File: config.mk
export PLATFORM = sky130hd
export DESIGN_NAME = ctlport_writer
export DESIGN_NICKNAME = d
export VERILOG_FILES = /design/src/rtl/ctlport_pkg.sv /design/src/rtl/ctlport_tick.sv /design/src/rtl/ctlport_shadow.sv /design/src/rtl/ctlport_sequencer.sv /design/src/rtl/ctlport_writer.sv
export SDC_FILE = /design/constraint.sdc
export NUM_CORES = 1
export LEC_CHECK = 0
export ABC_AREA = 1
export BUFFER_PORTS_ARGS = -buffer_cell sky130_fd_sc_hd__buf_2
export CAP_MARGIN = 25
export CELL_PAD_IN_SITES_DETAIL_PLACEMENT = 1
export CELL_PAD_IN_SITES_GLOBAL_PLACEMENT = 2
export CORE_UTILIZATION = 41
export DETAILED_ROUTE_END_ITERATION = 12
export PLACE_DENSITY_LB_ADDON = 0.1
export SLEW_MARGIN = 30
export SYNTH_ARGS = -nofsm -noshare
export SYNTH_HDL_FRONTEND = slang
export SYNTH_HIERARCHICAL = 1
export SYNTH_SLANG_ARGS = --single-unit
File: constraint.sdc
create_clock -name clk -period 3.3 [get_ports clk]
set_input_delay 0.165 -clock clk [delete_from_list [all_inputs] [get_ports clk]]
set_output_delay 0.165 -clock clk [all_outputs]
set_load 0.02 [all_outputs]
File: src/rtl/ctlport_pkg.sv
package ctlport_pkg;
   typedef enum logic [2:0] {
      ST_IDLE,
      ST_SEL,
      ST_CLKLO,
      ST_DAT,
      ST_CLKHI,
      ST_END,
      ST_TAIL
   } wr_state_t;
endpackage

File: src/rtl/ctlport_tick.sv
module ctlport_tick #(
   parameter int HOLD_CYC = 100
) (
   input  logic clk,
   input  logic rst_n,
   input  logic run,
   output logic tick
);
   generate
      if (HOLD_CYC < 1) begin : g_bad_hold
         $error("ctlport_tick: HOLD_CYC must be at least 1");
      end else if (HOLD_CYC == 1) begin : g_every
         assign tick = run;
      end else begin : g_count
         localparam int CNT_W = $clog2(HOLD_CYC);
         localparam logic [CNT_W-1:0] LAST = CNT_W'(HOLD_CYC - 1);
         logic [CNT_W-1:0] cnt;
         assign tick = run && (cnt == LAST);
         always_ff @(posedge clk or negedge rst_n) begin
            if (!rst_n)
               cnt <= '0;
            else if (!run || tick)
               cnt <= '0;
            else
               cnt <= cnt + 1'b1;
         end
      end
   endgenerate
endmodule

File: src/rtl/ctlport_shadow.sv
module ctlport_shadow #(
   parameter int ADDR_W = 7,
   parameter int DATA_W = 9,
   parameter int DEPTH  = 32
) (
   input  logic                       clk,
   input  logic                       rst_n,
   input  logic                       wr_en,
   input  logic [ADDR_W-1:0]          wr_addr,
   input  logic [DATA_W-1:0]          wr_data,
   input  logic [$clog2(DEPTH)-1:0]   rd_addr,
   output logic [DATA_W-1:0]          rd_data
);
   localparam int IDX_W = $clog2(DEPTH);

   logic [DATA_W-1:0] entry [DEPTH];
   logic              in_range;

   generate
      if (DEPTH < 2 || DEPTH > (1 << ADDR_W) || (1 << IDX_W) != DEPTH) begin : g_bad_depth
         $error("ctlport_shadow: DEPTH must be a power of two in 2..2**ADDR_W");
      end
      if (DEPTH < (1 << ADDR_W)) begin : g_partial
         assign in_range = (wr_addr[ADDR_W-1:IDX_W] == '0);
      end else begin : g_full
         assign in_range = 1'b1;
      end
      for (genvar i = 0; i < DEPTH; i++) begin : g_entry
         always_ff @(posedge clk or negedge rst_n) begin
            if (!rst_n)
               entry[i] <= '0;
            else if (wr_en && in_range && (wr_addr[IDX_W-1:0] == IDX_W'(i)))
               entry[i] <= wr_data;
         end
      end
   endgenerate

   assign rd_data = entry[rd_addr];
endmodule

File: src/rtl/ctlport_sequencer.sv
module ctlport_sequencer
   import ctlport_pkg::*;
#(
   parameter int FRAME_W = 16
) (
   input  logic               clk,
   input  logic               rst_n,
   input  logic               start,
   input  logic [FRAME_W-1:0] frame,
   input  logic               tick,
   output logic               busy,
   output logic               sel_n,
   output logic               sclk,
   output logic               sdata,
   output logic               dir_wr
);
   localparam int BC_W = $clog2(FRAME_W);

   wr_state_t          state;
   logic [FRAME_W-1:0] shreg;
   logic [BC_W-1:0]    bits_left;

   assign busy = (state != ST_IDLE);

   always_ff @(posedge clk or negedge rst_n) begin
      if (!rst_n) begin
         state     <= ST_IDLE;
         shreg     <= '0;
         bits_left <= '0;
         sel_n     <= 1'b1;
         sclk      <= 1'b1;
         sdata     <= 1'b0;
         dir_wr    <= 1'b0;
      end else begin
         case (state)
            ST_IDLE: if (start) begin
               shreg     <= frame;
               bits_left <= BC_W'(FRAME_W - 1);
               sel_n     <= 1'b0;
               dir_wr    <= 1'b1;
               state     <= ST_SEL;
            end
            ST_SEL: if (tick) begin
               sclk  <= 1'b0;
               state <= ST_CLKLO;
            end
            ST_CLKLO: if (tick) begin
               sdata <= shreg[FRAME_W-1];
               state <= ST_DAT;
            end
            ST_DAT: if (tick) begin
               sclk  <= 1'b1;
               state <= ST_CLKHI;
            end
            ST_CLKHI: if (tick) begin
               sclk <= 1'b0;
               if (bits_left == '0) begin
                  sel_n <= 1'b1;
                  state <= ST_END;
               end else begin
                  bits_left <= bits_left - 1'b1;
                  shreg     <= {shreg[FRAME_W-2:0], 1'b0};
                  state     <= ST_CLKLO;
               end
            end
            ST_END: if (tick) begin
               sclk  <= 1'b1;
               state <= ST_TAIL;
            end
            ST_TAIL: if (tick) state <= ST_IDLE;
            default: state <= ST_IDLE;
         endcase
      end
   end
endmodule

File: src/rtl/ctlport_writer.sv
module ctlport_writer #(
   parameter int ADDR_W   = 7,
   parameter int DATA_W   = 9,
   parameter int DEPTH    = 32,
   parameter int HOLD_CYC = 100
) (
   input  logic                     clk,
   input  logic                     rst_n,
   input  logic                     req_valid,
   output logic                     req_ready,
   input  logic [ADDR_W-1:0]        req_addr,
   input  logic [DATA_W-1:0]        req_data,
   input  logic                     req_nocache,
   output logic                     port_sel_n,
   output logic                     port_clk,
   output logic                     port_data,
   output logic                     port_dir_wr,
   input  logic [$clog2(DEPTH)-1:0] shd_raddr,
   output logic [DATA_W-1:0]        shd_rdata
);
   localparam int FRAME_W = ADDR_W + DATA_W;

   generate
      if (ADDR_W < 1 || DATA_W < 1 || FRAME_W < 2) begin : g_bad_width
         $error("ctlport_writer: address and data widths must be positive");
      end
   endgenerate

   logic busy, tick, accept;

   assign req_ready = !busy;
   assign accept    = req_valid && req_ready;

   ctlport_tick #(.HOLD_CYC(HOLD_CYC)) u_tick (
      .clk(clk), .rst_n(rst_n), .run(busy), .tick(tick)
   );

   ctlport_sequencer #(.FRAME_W(FRAME_W)) u_seq (
      .clk(clk), .rst_n(rst_n), .start(accept),
      .frame({req_addr, req_data}), .tick(tick), .busy(busy),
      .sel_n(port_sel_n), .sclk(port_clk), .sdata(port_data),
      .dir_wr(port_dir_wr)
   );

   ctlport_shadow #(.ADDR_W(ADDR_W), .DATA_W(DATA_W), .DEPTH(DEPTH)) u_shadow (
      .clk(clk), .rst_n(rst_n), .wr_en(accept && !req_nocache),
      .wr_addr(req_addr), .wr_data(req_data),
      .rd_addr(shd_raddr), .rd_data(shd_rdata)
   );
endmodule

* Word level (Yosys, flattened, before mapping)
Cells that the tools add are included.
Widths: inputs -> output; s select.
** Word-level totals
- Bits in writable memories :: 0
- Memories kept :: 0
- Memory bits (read-only) :: 0
- Output and inout bits :: 14
- Bits of input ports :: 25
- Flip-flop bits (word level) :: 322
- Latch bits :: 0
** Operators by class
- Shift operators :: 0
- Mux-type cells :: 28
- Divide/modulo/power cells :: 0
- Equal/unequal tests :: 49
- $lt $le $gt $ge :: 1
- Add/subtract/negate cells :: 2
- Reduce and logical (&&, ||, !) cells :: 54
- $mul :: 0
- Bitwise operators :: 1
** Operator list (count)
- $eq 5x5->1 const B :: 16
- $mux 16 :: 3
- $bmux 9 s5 :: 1
- $eq 5x4->1 const B :: 8
- $logic_and 1x1->1 :: 36
- $pmux 16 s2 :: 1
- $mux 3 :: 8
- $pmux 3 s7 :: 1
- $eq 5x3->1 const B :: 4
- $mux 9 :: 2
- $ne 2x2->1 const B :: 8
- $mux 4 :: 3
- $eq 5x2->1 const B :: 2
- $eq 3x3->1 const B :: 3
- $pmux 4 s2 :: 1
- $reduce_and 4->1 :: 2
- $add 7x1->7 const B :: 1
- $eq 7x7->1 const B :: 1
- $mux 7 :: 1
- $reduce_and 7->1 :: 1
- $eq 3x2->1 const B :: 2
- $ge 6x6->1 const B :: 1
- $ne 2x1->1 const B :: 3
- $not 5->6 :: 1
- 16 further kinds :: 25

* Logic depth before layout (Yosys ltp)
Gate-level depths: netlist of run 1.
- Depth after elaboration :: 6
- Gate-level depth with buffers :: 16

* Cells and area by module
The synthesis of run 1 kept the hierarchy.
** Modules (own cells, without submodules)
- ctlport_shadow :: instances 1, area an instance 13436.6 µm², sequential area each 7206.9 µm², cells each 1679
- ctlport_sequencer :: instances 1, area an instance 1599.0 µm², sequential area each 678.2 µm², cells each 213
- ctlport_tick :: instances 1, area an instance 391.6 µm², sequential area each 175.2 µm², cells each 44
- ctlport_writer :: instances 1, area an instance 20.0 µm², sequential area each 0.0 µm², cells each 4

* Worst setup path after synthesis of run 1
OpenSTA, ideal clock, no wires.
- Path kind :: reg-to-reg
- From :: register u_seq.state[2]
- To :: register u_shadow/entry[178] (netlist bit)
- Path buffers :: 3
- Required time :: 3227 ps
- Library setup time :: 73 ps
- Arrival :: 2257 ps
- Clock period less this slack :: 2330 ps
- Stages on the path, launching flop included :: 17
- Slack :: 970 ps
- Cells stage by stage :: dfrtp_1 -> buf_8 -> inv_1 -> nand2_1 -> nor2_1 -> inv_1 -> inv_2 -> nand2_2 -> nor2_2 -> nand2_2 -> nor2_4 -> inv_2 -> buf_6 -> nor3_4 -> buf_4 -> nor2_1 -> a21oi_2
** On the way
- Longest elaborated chain between the ends :: 6
** RTL lines
- from (decl) :: line ctlport_sequencer.sv:19 : wr_state_t state;
- from (signal assigned) :: line ctlport_sequencer.sv:27 : state <= ST_IDLE;
- from (signal assigned) :: line ctlport_sequencer.sv:41 : state <= ST_SEL;
- from (signal assigned) :: line ctlport_sequencer.sv:45 : state <= ST_CLKLO;
- $reduce_bool 3->1 :: line ctlport_sequencer.sv:23 : assign busy = (state != ST_IDLE);
- named net busy :: line ctlport_writer.sv:29 : logic busy, tick, accept;
- $logic_not 1->1 :: line ctlport_writer.sv:31 : assign req_ready = !busy;
- named net req_ready :: line ctlport_writer.sv:10 : output logic req_ready,
- $logic_and 1x1->1 :: line ctlport_writer.sv:32 : assign accept = req_valid && req_ready;
- $logic_and 1x1->1 :: line ctlport_writer.sv:46 : .clk(clk), .rst_n(rst_n), .wr_en(accept && !req_nocache),
- $logic_and 1x1->1 (2 in a row) :: line ctlport_shadow.sv:32 : else if (wr_en && in_range && (wr_addr[IDX_W-1:0] == IDX_W'(i)))
- to (signal, indexed assignment) :: line ctlport_shadow.sv:33 : entry[i] <= wr_data;
- to (decl) :: line ctlport_shadow.sv:16 : logic [DATA_W-1:0] entry [DEPTH];
The timed path passes the listed nets, and every way through them passes these cells.
A chain may end at the register's enable or synchronous reset.

* Final worst setup path of run 1
- From :: register u_seq.state[2]
- To :: register u_shadow/entry[175] (netlist bit)
** On the way
- Longest elaborated chain between the ends :: 6
** RTL lines (line)
- $reduce_bool 3->1 :: ctlport_sequencer.sv:23
- named net busy :: ctlport_writer.sv:29
- $logic_not 1->1 :: ctlport_writer.sv:31
- $logic_and 1x1->1 :: ctlport_writer.sv:32
- $logic_and 1x1->1 :: ctlport_writer.sv:46
- $logic_and 1x1->1 (2 in a row) :: ctlport_shadow.sv:32
The timed path passes the listed nets, and every way through them passes these cells.

==> summary.txt, run 1 <==
Clocking
  – CTS clock-pin slew for the worst setup and hold paths: 0.06 ns
  – Post-CTS Setup Bufs: 0
  – CTS root buf: clkbuf_16
  – H-Tree Depth: 2
  – Max clock buf depth: 3
  – Total CTS buffers: 39
  – Resized cells post-CTS: 0
  – TritonCTS Sinks: 322
  – CTS tree: built
  – Clk_lat worst skew: 0.53 ns

Critical path
  – Worst path depth: 12
  – Critical Path AT: 3.21 ns
  – Crit path kind: reg2reg
  – Critical path peak fanout: 18
  – Startpoint types: flip-flop
  – Crit path to: u_shadow/entry[175]
  – FF-to-FF End: u_shadow/entry[175]
  – Setup crit end kind: flip-flop
  – R2R depth: 12
  – Critical path required time: 3.67 ns
  – Worst path cell trace: inv_1, nand2_1, nor2_1, inv_1, inv_2, nand2_2, nor2_2, nand2_2, nor2_4, inv_2, nor3_4, a21oi_1
  – Worst R2R Setup Slack: 0.46 ns
  – Buf/Inv on CP: 4
  – CP peak stage delay: 0.64 ns
  – R2r startpoint: u_seq/state[2]
  – Crit path max-delay cell type: nor3_4
  – Cell family with the largest share of critical-path delay: simple AND/OR/NAND/NOR gates
  – CP Launch Point: u_seq/state[2]

Synth
  – Yosys warns: 6
  – Synth area leaders: dfrtp_1 (52%), nand2_1 (16%), nand3_1 (7.8%)
  – Yosys top cell by area: dfrtp_1
  – Post-Syn Nets: 1,967
  – Post-synthesis register bit count: 322
  – Post-synth ARST share: 1.00
  – Syn avg cell area: 7.96 µm²
  – Sequential-to-total area share from yosys stat: 0.522
  – Synth top cells by count: nand2_1 (659), dfrtp_1 (320), nand3_1 (242)
  – Distinct cells, synth: 36
  – Top cell type's share of synthesized area: 0.518
  – Most used DFF post-synth: dfrtp_1
  – Most frequent cell after synthesis: nand2_1
  – Syn Std Cell Area: 15,400 µm²
  – Post-Syn Instances: 1,940
  – Post-synth EDFFs: 0

Timing
  – Final worst-path cycle share: 0.861
  – Fmax: 352 MHz
  – RSZ-0062 raised after global routing: no
  – Finish-stage setup viols: 0
  – Hold_ws: 0.0168 ns
  – Fin crit period: 2.84 ns
  – Max-slew violations: 0
  – Slew Limit Headroom: 0.379
  – Setup Skew: 0.0112 ns
  – Slew @ Worst Pin: 0.926 ns
  – Setup TNS: 0 ns
  – Post-route worst setup slack: 0.458 ns
  – Final hold vios: 0

Run status
  – Run status: finished, final reports clean

Die
  – Die X: 196 µm
  – Starting Density: 0.419
  – Die Span Y: 196 µm
  – Core ar.: 36,900 µm²
  – DIE AREA: 38,500 µm²
  – I/O Pins: 39
  – Rows: 70

Hold path
  – Worst Hold Launch: req_data[5]
  – Worst min path class: in2reg

Route
  – Final Routed Wirelength: 47,800 µm
  – Vias: 13,008
  – DR DRC count: 0
  – Via-to-Cell Ratio: 5.29
  – Pre-Repair DR Iteration Count: 5
  – DR iter-0 viols: 763
  – DR WL/cell: 19.4 µm
  – Post-route ant nets: 0

Placed design
  – DP Cell Count: 2,386
  – Port Buffers: 38
  – Worst slack at placement: 0.462 ns
  – Placed cell areas: 16,000 µm²
  – RePlAce Congestion: 0.788
  – HPWL Detailed: 29,300 µm

Finish
  – Area Growth Syn to Fin: 11.9%
  – Share of cells above drive strength 1: 0.107
  – Finished Cell Area: 17,300 µm²
  – Antenna Cells: 0
  – Final net count: 1,955
  – Non-Filler Instances: 2,461
  – Fillers: 4,415

Pwr
  – P_leak: 8.23 nW
  – Pwr/cell area: 615 nW/µm²
  – Max VDD drop: 0.410 mV

GRT
  – First-pass GRT wire length: 78,000 µm
  – Initial antenna violation count: 1
  – GRT overflow: 0
  – GRT Overall Usage: 0.260
  – Largest net degree at the start of global routing: 111
  – Vias in the first global route: 13,610

Job
  – MaxCap Viol Count: 0
## registers in the layout, indices dropped and copies added (netlist names)
| name | cells |
|---|---|
| u_seq/sdata | 1 |
| u_seq/state | 3 |
| u_seq/bits_left | 4 |
| u_seq/sel_n | 1 |
| u_seq/sclk | 1 |
| u_tick/g_count.cnt | 7 |
| u_seq/dir_wr | 1 |
| u_seq/shreg | 16 |
| u_shadow/entry | 288 |
## metrics by stage
stage / power, mW / util
final: 10.6 / 0.469
after global placement: 6.45 / 0.434
after CTS: 10.8 / 0.469
after global routing: 11.2 / 0.469
after detailed placement: 6.52 / 0.434
after floorplan: 6.00 / -
## cell usage in the layout, fill, tap and decap left out, types with 2 or more instances in the layout
cell / n
ha_1: 2
nand3_1: 242
clkbuf_8: 9
nand2_4: 2
clkinv_2: 4
inv_1: 25
dlygate4sd3_1: 5
dfstp_2: 2
dfrtp_1: 320
buf_12: 7
a21oi_1: 161
o21bai_1: 3
o21ai_1: 6
nand4_2: 4
nand2_1: 659
o21ai_0: 124
nor2_4: 9
nor3_4: 12
buf_4: 29
buf_2: 36
clkbuf_16: 41
nand2_2: 7
nor2_1: 173
clkbuf_1: 16
nor2_2: 11
a21oi_2: 5
nand3_2: 13
inv_2: 13
xnor2_1: 2
clkinv_1: 6
## cell type report
cell class / instances / area [µm²] / area share
Timing Repair Buffer: 78 / 603 / 0.0349
Sequential cell: 322 / 8060 / 0.466
Tap cell: 504 / 631 / 0.0365
Inverter: 46 / 176 / 0.0102
Clock inverter: 4 / 26.3 / 0.00152
Clock buffer: 66 / 1210 / 0.0700
Multi-Input combinational cell: 1441 / 6570 / 0.380
## how the worst min path moves through the flow
stage	to	slack (ns)	cells after the start
floorplan	u_seq/bits_left[0]	-0.13	0
global placement	u_shadow/entry[135]	0.26	1
detailed placement	u_shadow/entry[135]	0.26	1
CTS	u_seq/shreg[5]	0.003	5
global route	u_seq/shreg[5]	0.04	5
finish	u_seq/shreg[5]	0.02	5
## kinds of logic (layout without fill, tap and decap cells)
family / after synthesis / count (layout) / share of synthesized area
AND/OR/NAND/NOR: 1135 / 1135 / 0.322
XOR/XNOR: 3 / 3 / 0.00170
AO/OA/AOI/OAI: 301 / 301 / 0.0997
adder cells (fa/ha/maj): 2 / 2 / 0.00162
buffers and inverters: 177 / 194 / 0.0531
flip-flops: 322 / 322 / 0.522
## layer usage
metal,vias up,track usage,share of wire
li1,6275,-,-
met1,6505,0.357,0.47
met5,-,0,0
met4,0,0.0663,0.020
met3,61,0.0270,0.028
met2,167,0.439,0.48
## repair_timing
item | CTS | global route
setup endpoints to repair | 0 | 0
hold buffers | 5 | 0
hold endpoints to repair | 88 | 0
## worst register-to-register path: stages (launching register included)
cell,delay (ns)
dfrtp_1,0.50
inv_1,0.18
nand2_1,0.10
nor2_1,0.13
inv_1,0.13
inv_2,0.08
nand2_2,0.05
nor2_2,0.18
nand2_2,0.10
nor2_4,0.15
inv_2,0.25
nor3_4,0.65
a21oi_1,0.18
## power by group
| group | switching (mW) | internal, mW | total, mW |
|---|---|---|---|
| Combinational | 1.28 | 0.566 | 1.85 |
| Clock | 1.67 | 2.49 | 4.16 |
| Sequential | 0.265 | 4.34 | 4.61 |
No activity file was read; power rests on OpenSTA's default activity.
==> run 2: changes to the inputs <==
--- a/constraint.sdc
+++ b/constraint.sdc
@@ -3,2 +3,2 @@
 set_output_delay 0.165 -clock clk [all_outputs]
-set_load 0.02 [all_outputs]
+set_load 0.01 [all_outputs]
==> summary.txt, run 2 (synthesized netlist as in run 1, its figures left out) <==
Run status
  – Run status: finished, final reports clean

Timing
  – Finish-stage setup viols: 0
  – RSZ-0062 raised after global routing: no
  – Final hold vios: 0
  – Fin crit period: 2.78 ns
  – Fmax: 359 MHz
  – Final worst-path cycle share: 0.843
  – Slew Limit Headroom: 0.482
  – Max-slew violations: 0
  – Slew @ Worst Pin: 0.775 ns
  – Setup TNS: 0 ns
  – Setup Skew: 0.00740 ns
  – Hold_ws: 0.0162 ns

Finish
  – Share of cells above drive strength 1: 0.106
  – Non-Filler Instances: 2,459
  – Biggest register: u_shadow/entry
  – Most frequent cells in the layout: nand2_1 (659), dfrtp_1 (320), nand3_1 (242), nor2_1 (173), a21oi_1 (161)
  – Largest regs: u_shadow/entry x288, u_seq/shreg x16, u_tick/g_count.cnt x7
  – Area of the multi-input gates: 6570 µm²
  – Commonest non-fill, non-tap cell in the layout: nand2_1
  – Fillers: 4,433
  – Final net count: 1,959
  – Area Growth Syn to Fin: 11.8%
  – Core Util, Final: 0.468
  – Max reg flops: 288
  – Antenna Cells: 0
  – Sequential cell area: 8060 µm²

Route
  – Via-to-Cell Ratio: 5.26
  – Met2 WL: 22,900 µm
  – Vias: 12,926
  – Met1 WL: 22,200 µm
  – Metal3 WL: 1270 µm
  – Pre-Repair DR Iteration Count: 5
  – Post-route ant nets: 0
  – DR DRC count: 0
  – DR WL/cell: 19.3 µm
  – Final Routed Wirelength: 47,400 µm
  – DR iter-0 viols: 710
  – Top Metal Used: met4

Hold path
  – Hold path cells: 5
  – Worst min path class: in2reg
  – Worst Hold Launch: req_data[8]
  – Hold Path End: u_seq/shreg[8]

Clocking
  – Total CTS buffers: 40
  – CTS tree: built
  – Max clock buf depth: 3
  – TritonCTS Sinks: 322
  – Cts hold-fix bufs: 7
  – Clk_lat worst skew: 0.54 ns
  – Post-CTS Setup Bufs: 0
  – Resized cells post-CTS: 0
  – CTS root buf: clkbuf_16
  – H-Tree Depth: 2
  – CTS clock-pin slew for the worst setup and hold paths: 0.05 ns

GRT
  – Initial antenna violation count: 1
  – First-pass GRT wire length: 76,900 µm
  – GRT Overall Usage: 0.258
  – GRT overflow: 0
  – Largest net degree at the start of global routing: 111
  – Vias in the first global route: 13,385

Die
  – Rows: 70
  – Core ar.: 36,900 µm²
  – Die X: 196 µm
  – DIE AREA: 38,500 µm²
  – Starting Density: 0.419
  – I/O Pins: 39
  – Die Span Y: 196 µm

Critical path
  – Startpoint types: flip-flop
  – R2R depth: 11
  – FF-to-FF End: u_shadow/entry[68]
  – Crit path kind: reg2reg
  – Setup crit end kind: flip-flop
  – R2r startpoint: u_seq/state[2]
  – Worst R2R Setup Slack: 0.52 ns
  – Critical Path AT: 3.21 ns
  – Critical path peak fanout: 18
  – Critical path required time: 3.72 ns

Placed design
  – Port Buffers: 38
  – HPWL Detailed: 29,400 µm
  – RePlAce Congestion: 0.792
  – DP Cell Count: 2,387

Pwr
  – Switching part of the total: 0.299
  – PnR Total Power: 10.5 mW
  – NetSw: 3.14 mW
  – Internal: 7.36 mW
  – Combinational power share: 0.173
  – Clock power frac: 0.388
  – Pwr/cell area: 608 nW/µm²
  – Max VDD drop: 0.442 mV
  – Reg power frac: 0.439
  – P_leak: 8.22 nW

Job
  – MaxCap Viol Count: 0
run 2: cell types whose count changed in the layout (fill, tap and decap cells not counted), sizes merged:
cell,delta
clkbuf,-3
dlygate4sd3,+2
buf,+1
clkinv,-1
inv,-1
run 2: power by group through the flow:
stage               clock network, mW  logic (mW)  registers (mW)
floorplan                           0        1.39            4.59
global route                     4.32        2.07            4.66
global placement                    0        1.77            4.66
detailed placement                  0        1.83            4.67
finish                           4.08        1.81            4.61
CTS                              4.19        1.85            4.61
run 2: critical path: stages, from the launching register on:
cell	delay, ns
dfrtp_1	0.48
inv_1	0.16
nand2_1	0.10
nor2_1	0.13
inv_1	0.12
inv_2	0.08
nand2_2	0.05
nor2_2	0.19
nand3_4	0.22
inv_2	0.22
nand3_1	0.51
o21ai_0	0.40
run 2: per-layer routing:
metal  up-vias  GRT usage
met5         -          0
met4         0     0.0686
met3        66     0.0284
met2       163      0.427
met1      6419      0.360
li1       6278          -
run 2: worst max path at each step:
| stage | end | start | depth (start not counted) |
|---|---|---|---|
| after floorplan | u_shadow/entry[178] | u_seq/state[2] | 16 |
| after global placement | u_shadow/entry[178] | u_seq/state[2] | 13 |
| after detailed placement | u_shadow/entry[68] | u_seq/state[2] | 11 |
| after CTS | u_shadow/entry[68] | u_seq/state[2] | 11 |
| after global routing | u_shadow/entry[68] | u_seq/state[2] | 11 |
| final | u_shadow/entry[68] | u_seq/state[2] | 11 |
run 2: cell type report:
| type | count | share of cell area |
|---|---|---|
| clock buffer | 63 | 0.0688 |
| clock inverter | 2 | 0.000580 |
| inverter | 46 | 0.0102 |
| multi-input combinational | 1441 | 0.381 |
| sequential | 322 | 0.467 |
| tap | 504 | 0.0365 |
| timing repair buffer | 81 | 0.0365 |
run 2: through the flow:
step	cell area [µm²]	setup WS, ns
after detailed placement	16000	0.518
after global placement	16000	0.631
after CTS	17300	0.483
after global routing	17300	0.0816
after floorplan	15400	1.01
final	17300	0.517
